<file path="src/rtl/spi_tick_pkg.sv">
package spi_tick_pkg;
  localparam int unsigned DEF_N_W = 8;
  localparam int unsigned DEF_E_W = 4;

  function automatic int unsigned cnt_width(int unsigned n_w, int unsigned e_w);
    int unsigned pw;
    pw = (1 << e_w) - 1;
    return (n_w > pw) ? n_w : pw;
  endfunction
endpackage

</file>
<file path="src/rtl/spi_tick_cfg.sv">
module spi_tick_cfg #(
  parameter int unsigned N_W   = 8,
  parameter int unsigned E_W   = 4,
  localparam int unsigned CFG_W = N_W + E_W + 1
) (
  input  logic             clk_i,
  input  logic             rst_ni,
  input  logic             we_i,
  input  logic [CFG_W-1:0] wdata_i,
  output logic [CFG_W-1:0] rdata_o,
  output logic [N_W-1:0]   div_n_o,
  output logic [E_W-1:0]   exp_o,
  output logic             lin_o
);
  logic [CFG_W-1:0] cfg_q;

  always_ff @(posedge clk_i or negedge rst_ni) begin
    if (!rst_ni)   cfg_q <= '0;
    else if (we_i) cfg_q <= wdata_i;
  end

  assign rdata_o = cfg_q;
  assign div_n_o = cfg_q[N_W-1:0];
  assign exp_o   = cfg_q[N_W+E_W-1:N_W];
  assign lin_o   = cfg_q[CFG_W-1];

  // written word visible on the next cycle
  a_r2_readback: assert property (@(posedge clk_i) disable iff (!rst_ni)
    we_i |=> rdata_o == $past(wdata_i));
  a_r2_hold: assert property (@(posedge clk_i) disable iff (!rst_ni)
    !we_i |=> $stable(rdata_o));
endmodule

</file>
<file path="src/rtl/spi_tick_period.sv">
module spi_tick_period #(
  parameter int unsigned N_W   = 8,
  parameter int unsigned E_W   = 4,
  parameter int unsigned CNT_W = 15
) (
  input  logic [N_W-1:0]   div_n_i,
  input  logic [E_W-1:0]   exp_i,
  input  logic             lin_i,
  output logic [CNT_W-1:0] last_o
);
  logic [CNT_W-1:0] last_lin;
  logic [CNT_W-1:0] last_pow;

  // linear: period N+1 -> terminal count N
  assign last_lin = CNT_W'(div_n_i);

  // power of two: period 2^(E-1) -> terminal count is a mask of E-1 ones
  always_comb begin
    for (int i = 0; i < int'(CNT_W); i++)
      last_pow[i] = (i + 1) < int'(exp_i);
  end

  assign last_o = lin_i ? last_lin : last_pow;
endmodule

</file>
<file path="src/rtl/spi_tick_count.sv">
module spi_tick_count #(
  parameter int unsigned CNT_W = 15
) (
  input  logic             clk_i,
  input  logic             rst_ni,
  input  logic             en_i,
  input  logic             clr_i,
  input  logic [CNT_W-1:0] last_i,
  output logic             tick_o
);
  logic [CNT_W-1:0] cnt_q;
  logic             tick_q;
  logic             at_end;

  assign at_end = (cnt_q == last_i);

  always_ff @(posedge clk_i or negedge rst_ni) begin
    if (!rst_ni) begin
      cnt_q  <= '0;
      tick_q <= 1'b0;
    end else begin
      if (clr_i || !en_i || at_end) cnt_q <= '0;
      else                          cnt_q <= cnt_q + 1'b1;
      tick_q <= en_i && !clr_i && at_end;
    end
  end

  assign tick_o = tick_q;

  // idle holds the count and the output
  a_r6_idle: assert property (@(posedge clk_i) disable iff (!rst_ni)
    !en_i |=> (cnt_q == '0) && !tick_o);
  // restart clears the count and the next output
  a_r7_restart: assert property (@(posedge clk_i) disable iff (!rst_ni)
    clr_i |=> (cnt_q == '0) && !tick_o);
  // count stays within the selected period
  a_r3_bound: assert property (@(posedge clk_i) disable iff (!rst_ni)
    cnt_q <= last_i);
  // single-cycle pulse when period exceeds one
  a_r10_pulse: assert property (@(posedge clk_i) disable iff (!rst_ni)
    (tick_o && last_i != '0) |=> !tick_o);
endmodule

</file>
<file path="src/rtl/spi_tick_gen.sv">
module spi_tick_gen
  import spi_tick_pkg::*;
#(
  parameter int unsigned N_W   = DEF_N_W,
  parameter int unsigned E_W   = DEF_E_W,
  localparam int unsigned CFG_W = N_W + E_W + 1,
  localparam int unsigned CNT_W = cnt_width(N_W, E_W)
) (
  input  logic             clk_i,
  input  logic             rst_ni,
  input  logic             en_i,
  input  logic             start_i,
  input  logic             cfg_we_i,
  input  logic [CFG_W-1:0] cfg_wdata_i,
  output logic [CFG_W-1:0] cfg_rdata_o,
  output logic             tick_o
);
  logic [N_W-1:0]   div_n;
  logic [E_W-1:0]   exp_v;
  logic             lin;
  logic [CNT_W-1:0] last;

  spi_tick_cfg #(.N_W(N_W), .E_W(E_W)) u_cfg (
    .clk_i   (clk_i),
    .rst_ni  (rst_ni),
    .we_i    (cfg_we_i),
    .wdata_i (cfg_wdata_i),
    .rdata_o (cfg_rdata_o),
    .div_n_o (div_n),
    .exp_o   (exp_v),
    .lin_o   (lin)
  );

  spi_tick_period #(.N_W(N_W), .E_W(E_W), .CNT_W(CNT_W)) u_period (
    .div_n_i (div_n),
    .exp_i   (exp_v),
    .lin_i   (lin),
    .last_o  (last)
  );

  spi_tick_count #(.CNT_W(CNT_W)) u_count (
    .clk_i  (clk_i),
    .rst_ni (rst_ni),
    .en_i   (en_i),
    .clr_i  (start_i || cfg_we_i),
    .last_i (last),
    .tick_o (tick_o)
  );

  // exponent 0 and 1 in power-of-two mode tick every enabled cycle
  a_r5_every_cycle: assert property (@(posedge clk_i) disable iff (!rst_ni)
    (!lin && exp_v <= E_W'(1) && en_i && !start_i && !cfg_we_i) |=> tick_o);
endmodule

</file>
<file path="config.mk">
export PLATFORM = sky130hd
export DESIGN_NAME = spi_tick_gen
export DESIGN_NICKNAME = d
export VERILOG_FILES = /design/src/rtl/spi_tick_pkg.sv /design/src/rtl/spi_tick_cfg.sv /design/src/rtl/spi_tick_period.sv /design/src/rtl/spi_tick_count.sv /design/src/rtl/spi_tick_gen.sv
export SDC_FILE = /design/constraint.sdc
export NUM_CORES = 1
export LEC_CHECK = 0
export BUFFER_PORTS_ARGS = -buffer_cell sky130_fd_sc_hd__buf_4
export CAP_MARGIN = 30
export CORE_ASPECT_RATIO = 1.4
export CORE_MARGIN = 10
export CORE_UTILIZATION = 50
export DETAILED_ROUTE_END_ITERATION = 12
export PLACE_DENSITY = 0.73
export SYNTH_ARGS = -nofsm -noshare
export SYNTH_HDL_FRONTEND = slang
export SYNTH_SLANG_ARGS = --single-unit
</file>
<file path="constraint.sdc">
create_clock -name clk_i -period 3 [get_ports clk_i]
set_clock_uncertainty 0.1 [all_clocks]
set_input_delay 0 -clock clk_i [delete_from_list [all_inputs] [get_ports clk_i]]
set_output_delay 0 -clock clk_i [all_outputs]
set_load 0.1 [all_outputs]
</file>
==> impl_metrics.ini, run 1 <==
[global_route]
antenna_found_initial = 0
grt_pass1_wl_um = 7010
grt_max_degree = 30
grtUsageTotal_pct = 14.94
grt-ovfl-total = 0
grt_pass1_vias = 1431

[sta]
drv_slew = 0
period_share_pct = 82.68
maxSlewHeadroom_pct = 63.93
totalNegativeSetupSlack_ps = 0
tightest_slew_ps = 541.1
rsz0062_at_grt = false
hold_viol = 0
fmax_mhz = 403.2
period_minus_slack_ps = 2480
setup_viol = 0

[yosys]
async_flop_share_pct = 100.0
synthCells = 168
synth_ff_type = dfrtp_1
synth_top_area_share_pct = 43.71
syn_area_per_cell_um2 = 9.883
synth-seq-area-share_pct = 43.71
ys_warn_count = 0
netlist_area_um2 = 1660
ys_seq_elements = 29
yosysTopAreaCell = dfrtp_1
synth_cell_types = 36
synth-edff-count = 0
synth_area_leaders = dfrtp_1 (44%), xnor2_1 (6.9%), mux2_2 (6.8%)
syn-num-nets = 187

[floorplanning]
start_util_pct = 52.66
io_pins = 32
die-height_um = 88.19
coreArea_um2 = 3153
die_x_um = 68.70
fp.dieArea_um2 = 6058
rows = 24

[finish]
multi_input_area_um2 = 809.5
seqCellArea_um2 = 725.7
instances_no_fill = 254
post-route-util_pct = 67.98
nFillCells = 249
num-nets-final = 233
area_growth_pct = 29.09
drive_above_1_share_pct = 23.72
diodes = 0

[routing]
met2_length_um = 2086
viasPerCell = 5.543
route.met3.wl_um = 340
met1_length_um = 1462
routedWlPerCell_um = 15.61
vias = 1408
drt-total-wl_um = 3965
drc_errors = 0
first_pass_iters = 4
highest_layer = met4
first_iter_violations = 79
antenna_left = 0

[power]
ir_drop_v = 0.0003895
switchingPower_mw = 0.3602
intPower_mw = 0.6769
p_per_area_nw_per_um2 = 483.9
power_mw = 1.037
p_comb_share_pct = 28.9
sw_frac_of_total_pct = 34.73
seq_power_share_pct = 42.6
leakagePower_nw = 0.9068
p_clk_share_pct = 28.5

[clock_network]
numCtsBuffers = 5
htree_levels = 2
clock-root-buffer = clkbuf_8
cts_resized = 0
clk_pin_slew_ps = 60
postCtsHoldBufs = 22
clockBufferDepth = 2
cts_setup_buffers = 0
clock-sinks = 29
cts_tree = built
worstSkewPairLatency_ps = 280

[critical_path]
endpoint_kind = register
cp_slowest_cell = dfrtp_1
r2r-start = u_cfg.rdata_o[12]$_DFFE_PN0P_
required_ps = 3110
crit_fanout = 20
cp-start-kind = register
critical_path_class = register to register
cp_cell_sequence = nor2b_1, nand2_1, xnor2_1, or4_4, nor4_4, buf_4, and3_1
worst-path-buf-inv = 1
slowest_delay_ps = 570
path_delay_family = simple AND/OR/NAND/NOR gates
cp-startpoint = u_cfg.rdata_o[12]$_DFFE_PN0P_
crit_arrival_ps = 2590

[place]
gp_congestion = 0.9047
dp_cells = 224
port_buffers = 31
dp_hpwl_um = 2790

[min_path]
hp-start = cfg_we_i
holdCritPathClass = primary input to register

[outcome]
outcome = completed

[job]
maxCapViolations = 0
[routing by layer]
layer | up-vias | global-route usage [%]
li1 | 672 | -
met1 | 679 | 17.36
met2 | 49 | 24.56
met3 | 8 | 4.092
met4 | 0 | 6.835
met5 | - | 0
[layout make-up]
cell class                 instances  area share (%)
tap                               39           2.277
sequential                        29           33.86
inverter                           5          0.8757
multi-input combinational        119           37.77
timing repair buffer              54           21.48
clock buffer                       8           3.736
[Yosys cell counts, drive strengths merged, types with 2 or more instances]
| library cell | count |
|---|---|
| o21ai | 7 |
| nand2 | 15 |
| xor2 | 11 |
| xnor2 | 13 |
| inv | 5 |
| a21oi | 5 |
| nor3 | 16 |
| nand4 | 5 |
| clkbuf | 10 |
| buf | 5 |
| mux2 | 10 |
| nor4 | 2 |
| nor3b | 2 |
| nor2 | 9 |
| nor2b | 3 |
| dfrtp | 29 |
| nand3 | 5 |
[placed cells by master (no fill, tap or decap), types with 2 or more instances in the layout]
cell	synthesis	routed
nand2_1	15	15
inv_1	5	5
nor2_1	9	9
xnor2_1	13	13
buf_4	2	32
nor3_1	16	16
clkbuf_8	2	5
nor3b_1	2	2
xor2_1	11	11
a21oi_1	5	5
mux2_2	10	10
nor2b_1	3	3
dfrtp_1	29	29
nand3_1	5	5
clkbuf_1	8	3
dlygate4sd3_1	0	22
o21ai_0	7	7
nand4_1	5	5
[per-stage QoR]
step	worst slack, ps	hold slack [ps]	instance area (µm²)
6_report	519.5	34.31	2143
5_1_grt	326.5	52.49	2143
4_1_cts	534.3	27.15	2143
3_5_place_dp	542.5	-155.3	1843
3_3_place_gp	615.5	-164.1	1843
2_1_floorplan	35.57	-395.6	1660
[power by group through the flow]
stage / Sequential [mW] / Combinational, mW / Clock [mW]
after floorplan: 0.547 / 0.115 / 0
after global placement: 0.447 / 0.271 / 0
after detailed placement: 0.449 / 0.276 / 0
after CTS: 0.442 / 0.301 / 0.305
after global routing: 0.447 / 0.318 / 0.322
final: 0.442 / 0.299 / 0.296
[flip-flops by register name, indices dropped and copies added, names as in the netlist]
signal,count
u_cfg.rdata_o,13
u_count.cnt_q,15
u_count.tick_o,1
[logic make-up (layout without fill, tap and decap cells)]
family / after synthesis / count (layout) / synth area share [%]
mux: 11 / 11 / 7.385
simple gates: 62 / 62 / 19.67
fa+ha+maj: 1 / 1 / 0.7535
buf+inv: 20 / 67 / 7.536
compound gates: 21 / 21 / 8.290
xor+xnor: 24 / 24 / 12.66
flops: 29 / 29 / 43.71
[worst paths after layout]
| path | cells past startpoint | to | slack (ps) |
|---|---|---|---|
| setup / recovery | 7 | u_count.tick_o$_DFF_PN0_ | 520 |
| setup reg to reg | 7 | u_count.tick_o$_DFF_PN0_ | 520 |
| min in group asynchronous | 2 | u_cfg.rdata_o[8]$_DFFE_PN0P_ | 90 |
| hold reg to reg | 1 | u_cfg.rdata_o[4]$_DFFE_PN0P_ | 440 |
| hold / removal | 2 | u_cfg.rdata_o[9]$_DFFE_PN0P_ | 30 |
| max in group asynchronous | 2 | u_count.cnt_q[8]$_DFF_PN0_ | 2440 |
Note: power is estimated with default switching activity, not from simulation.
==> inputs of run 2 (changes only) <==
--- a/config.mk
+++ b/config.mk
@@ -9,9 +9,9 @@
 export CAP_MARGIN = 30
 export CORE_ASPECT_RATIO = 1.4
 export CORE_MARGIN = 10
-export CORE_UTILIZATION = 50
+export CORE_UTILIZATION = 49
 export DETAILED_ROUTE_END_ITERATION = 12
-export PLACE_DENSITY = 0.73
+export PLACE_DENSITY = 0.75
 export SYNTH_ARGS = -nofsm -noshare
 export SYNTH_HDL_FRONTEND = slang
 export SYNTH_SLANG_ARGS = --single-unit
==> constraint.sdc (replaced) <==
create_clock -name clk_i -period 2.2 [get_ports clk_i]
set_clock_uncertainty 0.1 [all_clocks]
set_input_delay 0 -clock clk_i [delete_from_list [all_inputs] [get_ports clk_i]]
set_output_delay 0 -clock clk_i [all_outputs]
set_load 0.1 [all_outputs]
==> run 2 against run 1 <==
Compared with the run above: maximum frequency increased by 12%; non-clock buffer count increased by 14; register-to-register slack got worse by 530 ps; the run now ends with negative setup slack left; total power increased by 44%; cell count increased by 5.1%; final area increased by 7.0%; critical path type unchanged; via count increased by 5.3%; clock power increased by 47%; wire length increased by 9.8%; first-iteration DRC count increased by 39%; worst setup slack got worse by 530 ps.
==> impl_metrics.ini, run 2 (synthesis gave the netlist of run 1 again) <==
[outcome]
outcome = finished with violations
violations = negative setup slack

[critical_path]
r2r-start = u_cfg.rdata_o[9]$_DFFE_PN0P_
r2r_cells = 7
crit_arrival_ps = 2330
reg2reg_slack_ps = -8
crit_fanout = 7
cp-startpoint = u_cfg.rdata_o[9]$_DFFE_PN0P_
endpoint_kind = register
critical_path_class = register to register
cp-start-kind = register
r2r_end = u_count.tick_o$_DFF_PN0_
required_ps = 2320

[finish]
nFillCells = 221
diodes = 0
num-nets-final = 247
post-route-util_pct = 72.05
area_growth_pct = 38.13
layout_commonest_cell = buf_4
instances_no_fill = 267
layout_common_cells = buf_4 (45), dfrtp_1 (24), dlygate4sd3_1 (21)
drive_above_1_share_pct = 33.77
seqCellArea_um2 = 739.5
top_register = u_count.cnt_q
largest_register_ffs = 15
final_cell_area_um2 = 2293
multi_input_area_um2 = 835.8

[job]
maxCapViolations = 0

[power]
switchingPower_mw = 0.5179
intPower_mw = 0.9778
leakagePower_nw = 0.9876
seq_power_share_pct = 40.0
p_clk_share_pct = 29.1
p_per_area_nw_per_um2 = 652.2
sw_frac_of_total_pct = 34.62
p_comb_share_pct = 30.9
ir_drop_v = 0.0005323

[floorplanning]
die_x_um = 69.20
io_pins = 32
die-height_um = 88.88
fp.dieArea_um2 = 6150
coreArea_um2 = 3183
rows = 24
start_util_pct = 52.16

[routing]
first_pass_iters = 4
drc_errors = 0
first_iter_violations = 110
vias = 1482
drt-total-wl_um = 4352
routedWlPerCell_um = 16.30
viasPerCell = 5.551
antenna_left = 0

[sta]
period_minus_slack_ps = 2208
rsz0062_at_grt = true
setup_viol = 1
maxSlewHeadroom_pct = 66.22
hold_viol = 0
tightest_slew_ps = 505.5
period_share_pct = 100.4
drv_slew = 0
setup_slack_ps = -7.945
fmax_mhz = 452.9

[clock_network]
cts_tree = built
numCtsBuffers = 5
clock-sinks = 29
clk_pin_slew_ps = 60
htree_levels = 2
worstSkewPairLatency_ps = 280
clock-root-buffer = clkbuf_8
clockBufferDepth = 2

[global_route]
antenna_found_initial = 0
grt_max_degree = 30
grt_pass1_wl_um = 7189
grtUsageTotal_pct = 14.59
grt-ovfl-total = 0
grt_pass1_vias = 1496

[place]
dp_hpwl_um = 2914
dp_cells = 233
pre_cts_ws_ps = -70.28
port_buffers = 31
gp_congestion = 0.9127
place_area_um2 = 1924

[min_path]
holdCritPathClass = primary input to async pin
[run 2: worst max-delay path by stage]
| stage | to | slack [ps] | depth (start not counted) |
|---|---|---|---|
| floorplan | u_count.cnt_q[10]$_DFF_PN0_ | -250 | 8 |
| global placement | u_count.tick_o$_DFF_PN0_ | -40 | 7 |
| detailed placement | u_count.cnt_q[6]$_DFF_PN0_ | -70 | 7 |
| CTS | u_count.tick_o$_DFF_PN0_ | 0.04 | 7 |
| global route | u_count.tick_o$_DFF_PN0_ | -140 | 7 |
| finish | u_count.tick_o$_DFF_PN0_ | -8 | 7 |
[run 2: power by group through the flow]
stage               clock (mW)  sequential, mW  combinational [mW]
finish                   0.436           0.598               0.462
global route             0.473           0.601               0.486
CTS                      0.451           0.596               0.451
detailed placement           0           0.608               0.400
global placement             0           0.606               0.393
floorplan                    0           0.752               0.157
[run 2: critical path: stages (launching register included)]
cell and delay (ps):
dfrtp_4 510, or3_1 390, a22oi_2 160, xor2_1 170, nand3_1 140, nor4_4 320
buf_4 200, and3_1 140
[run 2: final cells by class]
type / count / share of cell area [%]
well taps: 39 / 2.128
multi-input cells: 119 / 36.44
inverters: 5 / 0.8183
repair buffers: 68 / 24.60
clock buffers: 7 / 3.764
flip-flops and latches: 29 / 32.24
[run 2: repair_timing]
item	in CTS	in global routing
hold buffers	20	1
pin swaps	2	1
setup endpoints to repair	16	16
hold endpoints to repair	43	1
resized for setup	4	3
setup buffers	4	2
[run 2: through the flow]
step	TNS (ps)	hold slack, ps	power [mW]
after global placement	-422.6	-163.5	0.9983
after detailed placement	-854.8	-154.4	1.008
after floorplan	-3131	-395.6	0.9091
final	-7.945	78.57	1.496
after global routing	-1472	124.7	1.560
after CTS	0	2.202	1.498
[run 2: routing by layer]
| layer | GRT usage (%) | up-vias | routed length (µm) |
|---|---|---|---|
| met1 | 13.80 | 710 | 1636 |
| met4 | 7.706 | 0 | 180 |
| met2 | 27.33 | 58 | 2280 |
| met3 | 5.045 | 18 | 255 |
| met5 | 0 | - | 0 |
| li1 | - | 696 | - |
